**src/rtl/dutyq_pkg.sv**
```systemverilog
package dutyq_pkg;
  typedef enum logic [2:0] {
    RG_CTRL   = 3'd0,
    RG_STAT   = 3'd1,
    RG_DUTY   = 3'd2,
    RG_PERIOD = 3'd3,
    RG_COUNT  = 3'd4
  } reg_sel_e;

  localparam int unsigned CT_EN_BIT   = 0;
  localparam int unsigned CT_SRST_BIT = 1;
  localparam int unsigned ST_PAIR_BIT = 4;
  localparam int unsigned ST_OVF_BIT  = 8;
endpackage

```
**src/rtl/dutyq_fifo.sv**
```systemverilog
module dutyq_fifo #(
  parameter int DW    = 16,
  parameter int DEPTH = 4,
  localparam int FW   = $clog2(DEPTH + 1)
) (
  input  logic          clk,
  input  logic          rst,
  input  logic          clr,
  input  logic          push,
  input  logic [DW-1:0] wdata,
  input  logic          pop,
  output logic [DW-1:0] rdata,
  output logic [FW-1:0] fill,
  output logic          full,
  output logic          empty
);
  localparam int AW = (DEPTH > 1) ? $clog2(DEPTH) : 1;

  logic [DW-1:0] mem [DEPTH];
  logic [AW-1:0] wp_q, rp_q;
  logic [FW-1:0] fill_q;
  logic          do_push, do_pop;

  assign full    = (fill_q == FW'(DEPTH));
  assign empty   = (fill_q == '0);
  assign do_push = push && !full;
  assign do_pop  = pop && !empty;
  assign rdata   = mem[rp_q];
  assign fill    = fill_q;

  // storage without reset so it maps to distributed RAM
  always_ff @(posedge clk) begin
    if (do_push) mem[wp_q] <= wdata;
  end

  always_ff @(posedge clk) begin
    if (rst || clr) begin
      wp_q   <= '0;
      rp_q   <= '0;
      fill_q <= '0;
    end else begin
      if (do_push) wp_q <= (wp_q == AW'(DEPTH - 1)) ? '0 : wp_q + 1'b1;
      if (do_pop)  rp_q <= (rp_q == AW'(DEPTH - 1)) ? '0 : rp_q + 1'b1;
      case ({do_push, do_pop})
        2'b10:   fill_q <= fill_q + 1'b1;
        2'b01:   fill_q <= fill_q - 1'b1;
        default: fill_q <= fill_q;
      endcase
    end
  end

  assert_fill_bound_R3: assert property (@(posedge clk) disable iff (rst)
    fill_q <= FW'(DEPTH));

  assert_full_drop_R3: assert property (@(posedge clk) disable iff (rst)
    (push && full && !pop && !clr) |=> (fill_q == FW'(DEPTH)));
endmodule

```
**src/rtl/dutyq_core.sv**
```systemverilog
module dutyq_core #(
  parameter int CW = 16
) (
  input  logic          clk,
  input  logic          rst,
  input  logic          clr,
  input  logic          run_req,
  input  logic [CW-1:0] period,
  input  logic          q_empty,
  input  logic [CW-1:0] q_head,
  output logic          q_pop,
  output logic [CW-1:0] cnt,
  output logic [CW-1:0] act,
  output logic          pwm
);
  logic          run_q, pwm_q;
  logic [CW-1:0] cnt_q, act_q;
  logic          start, roll, load;
  logic [CW-1:0] cnt_d, act_d;
  logic          pwm_d;

  always_comb begin
    start = run_req && !run_q;
    roll  = run_q && run_req && (cnt_q >= period);
    load  = start || roll;
    q_pop = load && !q_empty;
    act_d = clr ? '0 : (q_pop ? q_head : act_q);
    cnt_d = (!run_req || load) ? '0 : cnt_q + 1'b1;
    pwm_d = run_req && (act_d != '0) && ((act_d >= period) || (cnt_d < act_d));
  end

  always_ff @(posedge clk) begin
    if (rst) begin
      run_q <= 1'b0;
      cnt_q <= '0;
      act_q <= '0;
      pwm_q <= 1'b0;
    end else begin
      run_q <= run_req;
      cnt_q <= cnt_d;
      act_q <= act_d;
      pwm_q <= pwm_d;
    end
  end

  assign cnt = cnt_q;
  assign act = act_q;
  assign pwm = pwm_q;

  assert_hold_mid_R5: assert property (@(posedge clk) disable iff (rst)
    (act_q != $past(act_q)) |-> $past(load || clr));

  assert_wrap_R1: assert property (@(posedge clk) disable iff (rst)
    (run_q && cnt_q >= period) |=> (cnt_q == '0));

  assert_idle_R7: assert property (@(posedge clk) disable iff (rst)
    !run_q |-> (cnt_q == '0 && !pwm_q));

  assert_zero_low_R2: assert property (@(posedge clk) disable iff (rst)
    (run_q && act_q == '0) |-> !pwm_q);
endmodule

```
**src/rtl/dutyq_pwm.sv**
```systemverilog
module dutyq_pwm
  import dutyq_pkg::*;
#(
  parameter int CW         = 16,
  parameter int DEPTH      = 4,
  parameter int BW         = 32,
  parameter int PERIOD_RST = 9
) (
  input  logic          clk,
  input  logic          rst,
  input  logic          bus_wr,
  input  logic          bus_rd,
  input  logic [2:0]    bus_addr,
  input  logic [BW-1:0] bus_wdata,
  output logic [BW-1:0] bus_rdata,
  output logic          pwm_o
);
  localparam int FW = $clog2(DEPTH + 1);

  logic          wr_ctrl, srst, push;
  logic          en_q, en_d, ovf_q;
  logic [CW-1:0] period_q;
  logic [FW-1:0] fill;
  logic          q_full, q_empty, q_pop;
  logic [CW-1:0] q_head, cnt, act;
  logic [BW-1:0] stat_w, rdata_q;
  logic          unused_hi;

  assign unused_hi = ^bus_wdata[BW-1:CW];

  assign wr_ctrl = bus_wr && (bus_addr == RG_CTRL);
  assign srst    = wr_ctrl && bus_wdata[CT_SRST_BIT];
  assign push    = bus_wr && (bus_addr == RG_DUTY);
  assign en_d    = srst ? 1'b0 : (wr_ctrl ? bus_wdata[CT_EN_BIT] : en_q);

  always_ff @(posedge clk) begin
    if (rst) begin
      en_q     <= 1'b0;
      ovf_q    <= 1'b0;
      period_q <= CW'(PERIOD_RST);
    end else begin
      en_q  <= en_d;
      ovf_q <= srst ? 1'b0 : (ovf_q || (push && q_full));
      if (bus_wr && bus_addr == RG_PERIOD) period_q <= bus_wdata[CW-1:0];
    end
  end

  always_comb begin
    stat_w              = '0;
    stat_w[FW-1:0]      = fill;
    stat_w[ST_PAIR_BIT] = (fill >= FW'(2));
    stat_w[ST_OVF_BIT]  = ovf_q;
  end

  always_ff @(posedge clk) begin
    if (rst) begin
      rdata_q <= '0;
    end else if (bus_rd) begin
      case (bus_addr)
        RG_CTRL:   rdata_q <= BW'(en_q);
        RG_STAT:   rdata_q <= stat_w;
        RG_DUTY:   rdata_q <= BW'(act);
        RG_PERIOD: rdata_q <= BW'(period_q);
        RG_COUNT:  rdata_q <= BW'(cnt);
        default:   rdata_q <= '0;
      endcase
    end
  end
  assign bus_rdata = rdata_q;

  dutyq_fifo #(.DW(CW), .DEPTH(DEPTH)) u_fifo (
    .clk   (clk),
    .rst   (rst),
    .clr   (srst),
    .push  (push),
    .wdata (bus_wdata[CW-1:0]),
    .pop   (q_pop),
    .rdata (q_head),
    .fill  (fill),
    .full  (q_full),
    .empty (q_empty)
  );

  dutyq_core #(.CW(CW)) u_core (
    .clk     (clk),
    .rst     (rst),
    .clr     (srst),
    .run_req (en_d),
    .period  (period_q),
    .q_empty (q_empty),
    .q_head  (q_head),
    .q_pop   (q_pop),
    .cnt     (cnt),
    .act     (act),
    .pwm     (pwm_o)
  );

  assert_sticky_ovf_R3: assert property (@(posedge clk) disable iff (rst)
    ($past(ovf_q) && !$past(srst)) |-> ovf_q);

  assert_soft_clear_R8: assert property (@(posedge clk) disable iff (rst)
    $past(srst) |-> (fill == '0 && !ovf_q && !en_q && act == '0));
endmodule

```
**config.mk**
```make
export PLATFORM = sky130hd
export DESIGN_NAME = dutyq_pwm
export DESIGN_NICKNAME = d
export VERILOG_FILES = /design/src/rtl/dutyq_pkg.sv /design/src/rtl/dutyq_fifo.sv /design/src/rtl/dutyq_core.sv /design/src/rtl/dutyq_pwm.sv
export SDC_FILE = /design/constraint.sdc
export NUM_CORES = 1
export LEC_CHECK = 0
export ABC_AREA = 0
export BUFFER_PORTS_ARGS = -buffer_cell sky130_fd_sc_hd__buf_2
export CORE_MARGIN = 2
export CORE_UTILIZATION = 52
export DETAILED_ROUTE_END_ITERATION = 7
export MAX_ROUTING_LAYER = met4
export PLACE_DENSITY_LB_ADDON = 0.3
export REMOVE_ABC_BUFFERS = 1
export SLEW_MARGIN = 40
export SYNTH_ARGS = -nofsm -noshare
export SYNTH_HDL_FRONTEND = slang
export SYNTH_SLANG_ARGS = --single-unit
```
**constraint.sdc**
```tcl
create_clock -name clk -period 8.5 [get_ports clk]
set_input_delay 2.125 -clock clk [delete_from_list [all_inputs] [get_ports clk]]
set_output_delay 2.125 -clock clk [all_outputs]
set_load 0.1 [all_outputs]
```
==> results by stage <==
Run status:
- The run finished with clean final reports.

Place:
- The cell area reported after detailed placement is between 0.007 and 0.008 mm².
- The worst setup slack after placement is 2.31 ns.
- The number of buffers added on ports is 39.
- The detailed placer's ending HPWL is 11700 µm.
- The cell count after placement is 871.
- The global placer's final weighted congestion is 0.917.

Timing:
- The count of endpoints failing hold in the final timing report is 0.
- The worst clock skew is 0.00745 ns.
- The measured slew at the worst slew-check pin is 0.808 ns.
- For the final routed database, the setup TNS stands at 0 ns.
- The final count of pins violating max slew is 0.
- Based on the critical path, the design can be clocked at up to 172 MHz.
- Of the available clock period, the critical path in the final layout requires 68.3%.
- The remaining max-slew budget at the tightest pin is 45.7%.
- Setup repair after global routing left no endpoint under its margin.
- Across all hold checks on the routed design, the worst slack comes to 0.475 ns.
- Once routing completed, OpenROAD measured the worst setup slack at 2.69 ns.
- Counting I/O delays and the setup requirement, the final critical path takes 5.81 ns.
- Setup violations remaining at the end of the flow were counted as 0.

Yosys:
- The dominant register cell in the synthesized netlist is sky130_fd_sc_hd__dfxtp_1.
- In the synthesized netlist, the number of instances is 685.
- The number of enable flip-flop cells after synthesis is 64.
- The post-synthesis async set-or-reset flop share is 0%.
- The average cell area after synthesis is ~10 µm².
- The netlist uses 59 different library cells.
- For this run, the number of Yosys warnings is 0.
- Synthesis inferred between 100 and 150 register bits.
- The synthesized area is 0.00719 mm².
- Of the synthesized area, sequential elements account for 47.9%.

Setup path:
- The largest stage delay on the critical path is 0.46 ns.
- The maximum fanout encountered on the critical timing path is 24.
- Data on the critical path arrives at its endpoint at 6.11 ns.
- The worst setup path is captured at a register.
- The required arrival time at the worst endpoint is about 8.8 ns.
- Among all stages on the critical path, the largest delay is contributed by sky130_fd_sc_hd__nor4b_2.
- Grouping stages by cell kind, the critical path spends the most delay in compound AO/OA/AOI/OAI gates.
- The critical path buffer and inverter count is 2.
- The worst setup path is of the primary input to register kind.
- Traced cell by cell, the critical path runs through buf_2, nor4b_2, mux2i_1, nor2_1, o41ai_4, buf_4, mux2_2, nand2_1, ha_1, nand2b_1, a211oi_1, o21ai_0, a2111oi_0, o31ai_1, a221o_1, o311a_1.
- STA classifies the critical path startpoint as a primary input.

Layout:
- The final cell utilization of the core is 60.1%.
- The share of post-route cells with drive strength above 1 is around 15%.
- The filler-free cell count of the finished design is 903.
- Once layout is done, the placed cells without fillers occupy 0.00803 mm².
- The post-synthesis to final-layout area growth is 11.7%.
- The diode insertion count for antenna repair is 0.
- For this run, the post-layout net count is roughly 810.

CTS:
- For this design, the sink count on the clock tree is 140.
- For the worst-skew pair, the clock arrives at the later sink with an insertion delay of 0.43 ns.
- The H-tree generated during clock tree synthesis spans 4 levels.
- Once the clock tree was built, the setup fixing pass inserted 0 buffers.
- CTS placed an instance of sky130_fd_sc_hd__clkbuf_16 at the clock tree root.
- The maximum root-to-sink buffer count is 2.
- The hold-fix buffer count after cts is 0.
- The post-cts gate resize count is 0.
- TritonCTS built the clock tree.
- TritonCTS created 17 clock buffers.
- The clock slew at the register clock pins of the worst setup and hold paths is around 0.060 ns.

Power and ir drop:
- The fraction of power consumed by the clock network is between 40% and 50%.
- The final total power is 1.54 mW.
- The leakage power is 3.19 nW.
- The peak supply drop is 0.164 mV.
- The share of total power in sequential cells is 46.2%.
- The power density of the placed cells is 192 mW/mm².
- The switching power summed over all nets is 0.374 mW.
- Of the total power, the share spent switching nets is between 20% and 30%.
- The internal power of the cells totals 1.17 mW.
- Per report_power, the combinational group accounts for 6.3% of the total.

Route:
- After detailed routing, the average wire length per cell comes to approximately 18 µm.
- The average via count per standard cell is 5.61.
- The routed design has 16400 µm of wire.
- The final route contains 5066 vias.
- The remaining number of nets flagged by the antenna check after routing is 0.
- The first detailed-routing pass took 5 iterations.
- After detailed routing, the number of remaining DRC violations is 0.
- The starting DRC count in detailed routing is approximately 400.

Global route:
- The final global-route overflow total is 0.
- For met1 alone, demand over resource in global routing was 31.5%.
- The initial antenna violation count is 0.
- The number of global-route vias before repair came to 4967.
- The maximum number of pins on one net before global-route repair is 67.
- The first global-routing pass estimated between 20000 and 30000 µm of wire.
- The routing layer with the top usage in global route is met2.
- For this run, global-route usage on met3 was measured as 4.82%.
- For this run, global-route usage on met2 was measured as 38.0%.
- The overall routing resource usage is around a quarter.

Die:
- The die covers 0.0148 mm².
- The number of placed I/O pins is 72.
- Measured along the x axis, the die boundary spans 122 µm.
- The floorplan die height is roughly 120 µm.
- The core area is 0.0133 mm².
- The row count is 42.
- The starting density of the core is 53.8%.

Run:
- The total of max-cap violations is 0.

Min path:
- The tightest min-delay check is of the register to register type.
final cells by class:
| cell class | instances | area (µm²) |
|---|---|---|
| Fill cell | 1114 | 5320 |
| Clock inverter | 11 | 105 |
| Inverter | 40 | 150 |
| Tap cell | 176 | 220 |
| Clock buffer | 21 | 483 |
| Sequential cell | 140 | 3440 |
| Multi-Input combinational cell | 472 | 3400 |
| Timing Repair Buffer | 43 | 225 |
synth_stat cells, types with 2 or more instances:
library cell	instances	share of area, %
sky130_fd_sc_hd__dfxtp_1	76	21
sky130_fd_sc_hd__nand2_1	67	3.5
sky130_fd_sc_hd__edfxtp_1	64	27
sky130_fd_sc_hd__nor2_1	64	3.3
sky130_fd_sc_hd__ha_1	54	9.4
sky130_fd_sc_hd__a21oi_1	41	2.9
sky130_fd_sc_hd__inv_1	40	2.1
sky130_fd_sc_hd__nor3_1	32	2.2
sky130_fd_sc_hd__clkbuf_1	26	1.4
sky130_fd_sc_hd__mux2i_1	26	3.6
sky130_fd_sc_hd__o21ai_0	26	1.8
sky130_fd_sc_hd__buf_4	16	1.7
sky130_fd_sc_hd__mux4_2	16	5.0
sky130_fd_sc_hd__nor2b_1	15	1.3
sky130_fd_sc_hd__xor2_1	10	1.2
sky130_fd_sc_hd__and2_1	9	0.78
sky130_fd_sc_hd__mux2_2	9	1.4
sky130_fd_sc_hd__and3_1	7	0.61
sky130_fd_sc_hd__nand3_1	7	0.49
sky130_fd_sc_hd__xnor2_1	7	0.85
sky130_fd_sc_hd__a211oi_1	6	0.63
sky130_fd_sc_hd__nand2b_1	6	0.52
sky130_fd_sc_hd__nor4_1	5	0.44
sky130_fd_sc_hd__a21o_1	4	0.42
sky130_fd_sc_hd__nand4_1	4	0.35
sky130_fd_sc_hd__o211ai_1	4	0.42
sky130_fd_sc_hd__a22oi_1	3	0.31
sky130_fd_sc_hd__nand3b_1	3	0.31
sky130_fd_sc_hd__a211o_1	2	0.24
sky130_fd_sc_hd__a31oi_1	2	0.17
sky130_fd_sc_hd__buf_1	2	0.10
sky130_fd_sc_hd__buf_2	2	0.14
sky130_fd_sc_hd__nor2_2	2	0.17
sky130_fd_sc_hd__nor3b_1	2	0.21
sky130_fd_sc_hd__o22ai_1	2	0.17
worst reg2reg max path: cells and delay by family (launching register included):
kind                     cells  cell delay [ns]
AO/OA/AOI/OAI                9             2.27
multiplexers                 1             0.42
AND/OR/NAND/NOR              3             0.42
adder cells (fa/ha/maj)      2             0.57
buffers and inverters        2             0.45
flip-flops                   1             0.41
registers in the layout, indices dropped and copies added (netlist names), named ones only:
signal,cells
period_q,16
ovf_q,1
u_fifo.rp_q,2
u_core.run_q,1
u_fifo.wp_q,2
u_core.act,16
bus_rdata,16
u_core.cnt,16
u_fifo.mem,64
u_fifo.fill,3
u_core.pwm,1
final timing paths:
| kind | startpoint | endpoint | cells past startpoint | slack (ns) |
|---|---|---|---|---|
| max reg2reg | period_q[6] | u_core.pwm | 17 | 3.83 |
| max | bus_addr[0] | u_core.pwm | 16 | 2.69 |
| min reg2reg | bus_rdata[0] | bus_rdata[0] | 2 | 0.47 |
| min | bus_rdata[0] | bus_rdata[0] | 2 | 0.47 |
cell usage in the layout (no fill, tap or decap), drive strengths merged, types with 21 or more instances in the layout:
master / count
dfxtp: 76
nand2: 67
nor2: 66
edfxtp: 64
ha: 54
inv: 44
buf: 43
a21oi: 41
nor3: 32
o21ai: 26
mux2i: 26
clkbuf: 21
kinds of logic after synthesis:
group                      share of synthesized area (%)
DFF                                                 47.9
adders and majority gates                           9.68
AOI/OAI and AO/OA                                   9.28
and+or+nand+nor                                     15.1
other                                             0.0522
muxes                                               10.0
buffers and inverters                               5.80
xor gates and xnor gates                            2.07
per-layer routing:
metal  share of wire, %  wire, µm  vias to the layer above
met5                  0         0                        -
met4                1.8       303                        0
met3                4.5       736                       24
met2                 48      7870                      147
met1                 46      7530                     2437
li1                   -         -                     2458
power by group through the flow:
| stage | combinational, mW | clock (mW) | sequential (mW) |
|---|---|---|---|
| after global routing | 0.104 | 0.776 | 0.712 |
| after CTS | 0.0973 | 0.744 | 0.712 |
| after global placement | 0.0942 | 0 | 0.726 |
| after detailed placement | 0.0967 | 0 | 0.727 |
| final | 0.0971 | 0.733 | 0.712 |
| after floorplan | 0.0572 | 0 | 0.735 |
(Power assumes the default switching activity.)
